[config.mk]
export PLATFORM = sky130hd
export DESIGN_NAME = chan_fifo_top
export DESIGN_NICKNAME = d
export VERILOG_FILES = /design/src/rtl/chan_fifo_pkg.sv /design/src/rtl/chan_fifo_store.sv /design/src/rtl/chan_fifo_regs.sv /design/src/rtl/chan_fifo_irq_gen.sv /design/src/rtl/chan_fifo_top.sv
export SDC_FILE = /design/constraint.sdc
export NUM_CORES = 1
export LEC_CHECK = 0
export BUFFER_PORTS_ARGS = -buffer_cell sky130_fd_sc_hd__clkbuf_2
export CAP_MARGIN = 20
export CELL_PAD_IN_SITES_DETAIL_PLACEMENT = 1
export CELL_PAD_IN_SITES_GLOBAL_PLACEMENT = 1
export CORE_MARGIN = 1.5
export CORE_UTILIZATION = 30
export CTS_BUF_LIST = sky130_fd_sc_hd__clkbuf_4 sky130_fd_sc_hd__clkbuf_8 sky130_fd_sc_hd__clkbuf_16
export DETAILED_ROUTE_END_ITERATION = 10
export HOLD_SLACK_MARGIN = 0.05
export PLACE_DENSITY_LB_ADDON = 0.12
export SETUP_SLACK_MARGIN = 0.2
export SLEW_MARGIN = 10
export SYNTH_ARGS = -nofsm -noshare
export SYNTH_HDL_FRONTEND = slang
export SYNTH_SLANG_ARGS = --single-unit
[constraint.sdc]
create_clock -name clk_i -period 8.8 [get_ports clk_i]
set_clock_uncertainty 0.2 [all_clocks]
set_input_delay 1.76 -clock clk_i [delete_from_list [all_inputs] [get_ports clk_i]]
set_output_delay 1.76 -clock clk_i [all_outputs]
set_load 0.05 [all_outputs]
[src/rtl/chan_fifo_pkg.sv]
package chan_fifo_pkg;
  typedef enum logic [1:0] {
    SLOT_DATA   = 2'd0,
    SLOT_LEVEL  = 2'd1,
    SLOT_THRESH = 2'd2,
    SLOT_CTRL   = 2'd3
  } slot_e;
endpackage

[src/rtl/chan_fifo_store.sv]
module chan_fifo_store #(
  parameter int DEPTH = 16,
  parameter int DW    = 32,
  localparam int PTR_W = (DEPTH > 1) ? $clog2(DEPTH) : 1,
  localparam int CNT_W = $clog2(DEPTH + 1)
) (
  input  logic             clk_i,
  input  logic             rst_ni,
  input  logic             push_i,
  input  logic             pop_i,
  input  logic [DW-1:0]    wdata_i,
  output logic [DW-1:0]    head_o,
  output logic [CNT_W-1:0] count_o
);
  logic [DW-1:0]    mem_q [DEPTH];
  logic [PTR_W-1:0] wr_ptr_q, rd_ptr_q;
  logic [CNT_W-1:0] count_q;

  function automatic logic [PTR_W-1:0] bump(input logic [PTR_W-1:0] p);
    return (p == PTR_W'(DEPTH - 1)) ? '0 : p + 1'b1;
  endfunction

  always_ff @(posedge clk_i) begin
    if (push_i) mem_q[wr_ptr_q] <= wdata_i;
  end

  always_ff @(posedge clk_i or negedge rst_ni) begin
    if (!rst_ni) begin
      wr_ptr_q <= '0;
      rd_ptr_q <= '0;
      count_q  <= '0;
    end else begin
      if (push_i) wr_ptr_q <= bump(wr_ptr_q);
      if (pop_i)  rd_ptr_q <= bump(rd_ptr_q);
      case ({push_i, pop_i})
        2'b10:   count_q <= count_q + 1'b1;
        2'b01:   count_q <= count_q - 1'b1;
        default: count_q <= count_q;
      endcase
    end
  end

  assign head_o  = mem_q[rd_ptr_q];
  assign count_o = count_q;
endmodule

[src/rtl/chan_fifo_regs.sv]
module chan_fifo_regs
  import chan_fifo_pkg::*;
#(
  parameter int DEPTH = 16,
  parameter int DW    = 32,
  localparam int CNT_W = $clog2(DEPTH + 1)
) (
  input  logic             clk_i,
  input  logic             rst_ni,
  input  logic             sel_i,
  input  logic             we_i,
  input  logic [3:0]       addr_i,
  input  logic [DW-1:0]    wdata_i,
  input  logic [DW-1:0]    head_i,
  input  logic [CNT_W-1:0] count_i,
  output logic [DW-1:0]    rdata_o,
  output logic             pop_o,
  output logic [CNT_W-1:0] thresh_o,
  output logic             mask_o
);
  slot_e            slot;
  logic [CNT_W-1:0] thresh_q;
  logic             mask_q;
  logic             rd_en, wr_en;
  logic             unused_bits;

  assign slot        = slot_e'(addr_i[3:2]);
  assign rd_en       = sel_i && !we_i;
  assign wr_en       = sel_i && we_i;
  assign unused_bits = ^{addr_i[1:0], wdata_i[DW-1:CNT_W]};

  assign pop_o = rd_en && (slot == SLOT_DATA) && (count_i != '0);

  always_ff @(posedge clk_i or negedge rst_ni) begin
    if (!rst_ni) begin
      thresh_q <= CNT_W'(1);
      mask_q   <= 1'b1;
    end else if (wr_en) begin
      if (slot == SLOT_THRESH) thresh_q <= wdata_i[CNT_W-1:0];
      if (slot == SLOT_CTRL)   mask_q   <= wdata_i[0];
    end
  end

  always_comb begin
    rdata_o = '0;
    if (rd_en) begin
      unique case (slot)
        SLOT_DATA:   rdata_o = (count_i != '0) ? head_i : '0;
        SLOT_LEVEL:  rdata_o = DW'(count_i);
        SLOT_THRESH: rdata_o = DW'(thresh_q);
        SLOT_CTRL:   rdata_o = DW'(mask_q);
        default:     rdata_o = '0;
      endcase
    end
  end

  assign thresh_o = thresh_q;
  assign mask_o   = mask_q;
endmodule

[src/rtl/chan_fifo_irq_gen.sv]
module chan_fifo_irq_gen #(
  parameter int DEPTH = 16,
  localparam int CNT_W = $clog2(DEPTH + 1)
) (
  input  logic [CNT_W-1:0] count_i,
  input  logic [CNT_W-1:0] thresh_i,
  input  logic             mask_i,
  output logic             irq_o
);
  assign irq_o = !mask_i && (count_i >= thresh_i);
endmodule

[src/rtl/chan_fifo_top.sv]
module chan_fifo_top #(
  parameter int DEPTH = 16,
  parameter int DW    = 32,
  localparam int CNT_W = $clog2(DEPTH + 1)
) (
  input  logic          clk_i,
  input  logic          rst_ni,
  input  logic          push_valid_i,
  input  logic [DW-1:0] push_data_i,
  output logic          push_ready_o,
  input  logic          bus_sel_i,
  input  logic          bus_we_i,
  input  logic [3:0]    bus_addr_i,
  input  logic [DW-1:0] bus_wdata_i,
  output logic [DW-1:0] bus_rdata_o,
  output logic          irq_o
);
  logic [CNT_W-1:0] occ;
  logic [CNT_W-1:0] thresh;
  logic [DW-1:0]    head;
  logic             push_fire, pop, mask;

  assign push_ready_o = (occ != CNT_W'(DEPTH));
  assign push_fire    = push_valid_i && push_ready_o;

  chan_fifo_store #(.DEPTH(DEPTH), .DW(DW)) u_store (
    .clk_i   (clk_i),
    .rst_ni  (rst_ni),
    .push_i  (push_fire),
    .pop_i   (pop),
    .wdata_i (push_data_i),
    .head_o  (head),
    .count_o (occ)
  );

  chan_fifo_regs #(.DEPTH(DEPTH), .DW(DW)) u_regs (
    .clk_i    (clk_i),
    .rst_ni   (rst_ni),
    .sel_i    (bus_sel_i),
    .we_i     (bus_we_i),
    .addr_i   (bus_addr_i),
    .wdata_i  (bus_wdata_i),
    .head_i   (head),
    .count_i  (occ),
    .rdata_o  (bus_rdata_o),
    .pop_o    (pop),
    .thresh_o (thresh),
    .mask_o   (mask)
  );

  chan_fifo_irq_gen #(.DEPTH(DEPTH)) u_irq (
    .count_i  (occ),
    .thresh_i (thresh),
    .mask_i   (mask),
    .irq_o    (irq_o)
  );
endmodule

======== Yosys cells after proc, flatten, opt, wreduce, memory -nomap -nowiden ========
Memories as Yosys holds them, arrays and structs flattened.
Cells that the tools add are included.
W data, S select, Z words.
operators by class
  muxes and demuxes ....................... 8
  add/subtract/negate cells ............... 4
  bitwise logic cells ..................... 0
  shift-type cells ........................ 0
  equal/unequal tests ..................... 8
  multipliers ............................. 0
  $lt $le $gt $ge ......................... 1
  divide/modulo/power cells ............... 0
  reductions and logical operators ........ 13
operators by type and width
  kind                   count
  $pmux W32 S4           1
  $mux W32               2
  $pmux W5 S2            1
  $add A4 B1 Y4 const B  2
  $eq A4 B4 Y1 const B   2
  $mux W4                2
  $eq A2 B2 Y1 const B   3
  $logic_and A1 B1 Y1    6
  $add A5 B1 Y5 const B  1
  $ge A5 B5 Y1           1
  $ne A5 B5 Y1 const B   1
  $reduce_bool A5 Y1     1
  $sub A5 B1 Y5 const B  1
  $eq A2 B1 Y1 const B   2
  $reduce_and A2 Y1      2
  $logic_not A1 Y1       2
  $logic_not A2 Y1       1
  $mux W1                2
  $reduce_bool A2 Y1     1
storage, ports and cells
  memories ................................ 1
  bits in read-only memories .............. 0
  latch bits .............................. 0
  register bits ........................... 19
  memory bits (writable) .................. 512
  bits of input ports ..................... 73
memories
  memory         depth  width  read ports  clocked after Yosys merged registers in  write ports  RTL line               RTL
  u_store.mem_q  16     32     1           0                                        1            chan_fifo_store.sv:15  logic [DW-1:0] mem_q [DEPTH];

======== Longest topological paths before layout ========
  depth in word-level cells ............... 6
  mapped depth ............................ 15
  mapped depth without buffers ............ 12

======== Modules after synthesis ========
A second synthesis with hierarchy kept.
unflattened totals
  cell total of the unflattened synthesis .. 969
  area, all modules ....................... 20831.2 µm²
modules (own cells, without submodules)
  module             area each (µm²)  cells each  instances
  chan_fifo_store    20009.2          886         1
  chan_fifo_regs     661.9            63          1
  chan_fifo_irq_gen  133.9            17          1
  chan_fifo_top      26.3             3           1

======== Worst setup path before layout ========
OpenSTA, ideal clock, no wires.
  kind .................................... input to output
  from .................................... input port bus_addr_i[2]
  to ...................................... output port bus_rdata_o[1]
  arrival ................................. 3847 ps
  cell stages on the path ................. 5
  data required time ...................... 6840 ps
  slack ................................... 2993 ps
  buffers on the path ..................... 1
  cells stage by stage .................... clkbuf_1 -> nor3_1 -> nand2_1 -> o22ai_1 -> nor4_1
on the way
  longest elaborated chain between the ends .. 3
  elaborated cells on any way between the ends .. 6
RTL lines
  element                                     RTL line              RTL
  from (decl)                                 chan_fifo_top.sv:13   input logic [3:0] bus_addr_i,
  $eq A2 B2 Y1, or another cell as far along  chan_fifo_regs.sv:47  unique case (slot)
  $pmux W32 S4 (*)                            chan_fifo_regs.sv:47
  $mux W32 (*)                                chan_fifo_regs.sv:46  if (rd_en) begin
  to (decl)                                   chan_fifo_top.sv:15   output logic [DW-1:0] bus_rdata_o,
Mark *: on every way between the ends. The rest lies on a longest branch, timed or not.

======== Worst setup path after layout ========
  from .................................... register u_store.rd_ptr_q[1]
  to ...................................... output port bus_rdata_o[19]
on the way
  longest elaborated chain between the ends .. 4
RTL lines
  element                 RTL line               RTL
  from (decl)             chan_fifo_store.sv:16  logic [PTR_W-1:0] wr_ptr_q, rd_ptr_q;
  from (signal assigned)  chan_fifo_store.sv:34  if (pop_i) rd_ptr_q <= bump(rd_ptr_q);
  $mem_v2 Z16 W32         --
  $mux W32                chan_fifo_regs.sv:48   SLOT_DATA: rdata_o = (count_i != '0) ? head_i : '0;
  $pmux W32 S4            chan_fifo_regs.sv:47
  $mux W32                chan_fifo_regs.sv:46
No other way between the ends.

==> flow_summary_export.csv <==
group,metric,value,unit
clock_network,cts_resized,0,
worst_setup_path,cp_num_buf_inv,2,
global_route,grt_pass1_wl,76.74,mm
timing,relSlewSlack,29.53,%
global_route,grt-ovfl-total,0,
worst_setup_path,critPathKind,"reg2out",
finish,post_layout_nonfiller_instances,1981,
clock_network,hold_buffers,0,
worst_setup_path,arrival,4.17,ns
clock_network,clockBufferDepth,3,
logic_synthesis,ys_types,52,
finish,syn_to_final_growth,16.16,%
finish,layout-drive-gt1-share,32.13,%
logic_synthesis,syn_area,20630,um^2
drt,viasPerCell,4.987,
floorplan,coreArea,67630,um^2
flow_run,max_cap_viol_count,0,
drt,drc,0,
logic_synthesis,synth_cells,958,
floorplan,start_util,30.51,%
finish,fin_nets,1152,
placement,hpwlAfterDp,27.11,mm
drt,drt_iter0_drc,589,
clock_network,cts_buffers,58,
clock_network,cts.sinks,531,
clock_network,clk_latency,0.61,ns
clock_network,htree_levels,2,
floorplan,chipWidth,265.3,um
timing,setup_ws,2.666,ns
timing,setup_violations,0,
power,power.leakage,7.576,nW
floorplan,boundaryPins,107,
global_route,grt_max_degree,108,
timing,hold_viol_final,0,
logic_synthesis,synth_edf_count,512,
worst_hold_path,hold_path_class,"reg2reg",
worst_setup_path,cp_top_family,"simple AND/OR/NAND/NOR gates",
logic_synthesis,yosys.area.top_type,"edfxtp_1",
worst_setup_path,cpPeakStageDelay,0.95,ns
worst_setup_path,endpoint_kind,"output pin",
finish,diodes,0,
logic_synthesis,ys_top_cells_by_count,"edfxtp_1 (512), mux4_2 (126), o22ai_1 (58)",
timing,grt_setup_unrepaired,"no",
worst_setup_path,worstPathCellList,"buf_4 -> or2_2 -> o22ai_1 -> nor3_1 -> clkbuf_2",
placement,dp.cells,1877,
logic_synthesis,postSynthAreaPerCell,21.54,um^2
drt,wl_per_cell,26.27,um
logic_synthesis,yosys_warnings,0,
timing,slew_viol_final,0,
timing,period_share,69.70,%
timing,setup_tns,0,ns
drt,detail-route-antenna-nets,0,
logic_synthesis,synth_seq_area_share,76.83,%
timing,fmax,163.0,MHz
drt,drt_wl_total,52.05,mm
logic_synthesis,yosys.cell_count.top_type,"edfxtp_1",
logic_synthesis,synth_top_flop_cell,"edfxtp_1",
floorplan,std_cell_rows,95,
drt,vias,9879,
run_status,status,"finished clean",
logic_synthesis,syn_nets,1045,
logic_synthesis,yosys.area.top_type_share,74.51,%
clock_network,post_cts_buffers,0,
clock_network,clk_pin_slew,0.06,ns
timing,hold_ws,0.3622,ns
worst_setup_path,cp_slowest_cell,"or2_2",
worst_setup_path,r2r_slack,5.25,ns
timing,worstMarginPinSlew,1.057,ns
logic_synthesis,synthArstFlopShare,3.578,%
logic_synthesis,synth_seq_cells,531,
clock_network,cts_tree,"yes",
power,vdd_drop_max,0.1838,mV
floorplan,die_h,265.3,um
clock_network,cts-root-buf,"clkbuf_16",
drt,firstDrtPassIters,5,
floorplan,die_area,70360,um^2
placement,pre_cts_ws,2.722,ns
logic_synthesis,synthTopCellsByArea,"edfxtp_1 (75%), mux4_2 (14%), dfrtp_1 (2.1%)",
global_route,antenna_found_initial,3,
worst_setup_path,cp_max_fo,49,
placement,port_buffers,77,
placement,gp_congestion,0.6931,
power,pwr_density_cell,304.7,nW/um^2
timing,post-route-min-period,6.134,ns
worst_setup_path,worstSetupStartpointType,"flip-flop",
global_route,groute.usage.overall,15.14,%
worst_setup_path,required,6.84,ns
finish,n_fill_cell,6496,
global_route,grt_pass1_vias,10880,
## logic make-up after synthesis
kind of cell             share of synthesized area, %
flip-flops                                      76.83
multiplexers                                    14.39
AND/OR/NAND/NOR                                 2.650
AO/OA/AOI/OAI                                   2.941
buffers and inverters                           1.959
adder cells (fa/ha/maj)                        0.8490
XOR/XNOR                                       0.3820
## state kept, by name (all words and copies together), names as in the netlist
| name | count |
|---|---|
| u_store.rd_ptr_q | 4 |
| u_regs.mask_o | 1 |
| u_regs.thresh_o | 5 |
| u_store.count_o | 5 |
| u_store.wr_ptr_q | 4 |
| u_store.mem_q | 512 |
## layout by cell type, fill, tap and decap left out, types with 4 or more instances in the layout
master and instances:
edfxtp_1 512, mux4_2 126, clkbuf_2 77, clkbuf_16 59, o22ai_1 58, nor3_1 26, buf_4 21, nand2_1 19
clkbuf_4 15, ha_1 14, dfrtp_1 14, nor2_4 12, clkinv_1 12, a21oi_1 10, inv_1 9, nand2b_1 9
nor3_2 8, clkinv_2 8, nor2_1 7, nand3_1 6, o21ai_1 6, mux2_1 6, o21ai_0 5, xnor2_1 5
bufinv_16 5, xor2_1 4
## worst reg2reg max path, stage by stage (launching register included)
cell	delay, ns
dfrtp_1	0.58
nor4_4	0.11
nand2_1	0.12
and2_1	0.38
nand2_1	0.31
nor3_2	0.83
buf_4	0.63
## layout make-up
type / count / area (um^2) / share of cell area (%)
sequential: 531 / 15860 / 66.19
timing repair buffer: 101 / 603.1 / 2.516
tap: 873 / 1092 / 4.557
inverter: 12 / 45.04 / 0.1879
multi-input combinational: 361 / 4494 / 18.75
clock inverter: 29 / 280.3 / 1.169
clock buffer: 74 / 1589 / 6.630
## per-stage QoR
step           power, mW  instance area [um^2]  utilization, %
4_1_cts            7.444                 23950           35.41
6_report           7.302                 23970           35.44
3_3_place_gp       4.986                 22060           32.61
3_5_place_dp       5.011                 22080           32.64
5_1_grt            7.655                 23970           35.44
2_1_floorplan      4.466                 20630               -
## path summary, 6_finish.rpt
path | endpoint | startpoint | cells past startpoint
min in group asynchronous | u_store.rd_ptr_q[2] | rst_ni | 1
setup / recovery | bus_rdata_o[19] | u_store.rd_ptr_q[1] | 5
max in group asynchronous | u_store.rd_ptr_q[0] | rst_ni | 1
hold / removal | u_store.count_o[4] | u_store.count_o[4] | 1
hold reg to reg | u_store.count_o[4] | u_store.count_o[4] | 1
setup reg to reg | u_store.mem_q[2][6] | u_store.count_o[1] | 6
## power by group
| part | internal (mW) | switching, mW | total, mW |
|---|---|---|---|
| clock network | 1.42 | 0.990 | 2.41 |
| registers | 3.03 | 0.173 | 3.20 |
| logic | 0.732 | 0.962 | 1.69 |
## per-layer routing
| layer | GRT usage, % | vias to the layer above | share of wire [%] |
|---|---|---|---|
| met5 | 0 | - | 0.071 |
| met4 | 4.355 | 6 | 2.0 |
| met3 | 2.463 | 73 | 3.6 |
| met2 | 24.49 | 162 | 48 |
| met1 | 21.12 | 5397 | 46 |
| li1 | - | 4241 | - |
Note: power is estimated with default switching activity, not from simulation.
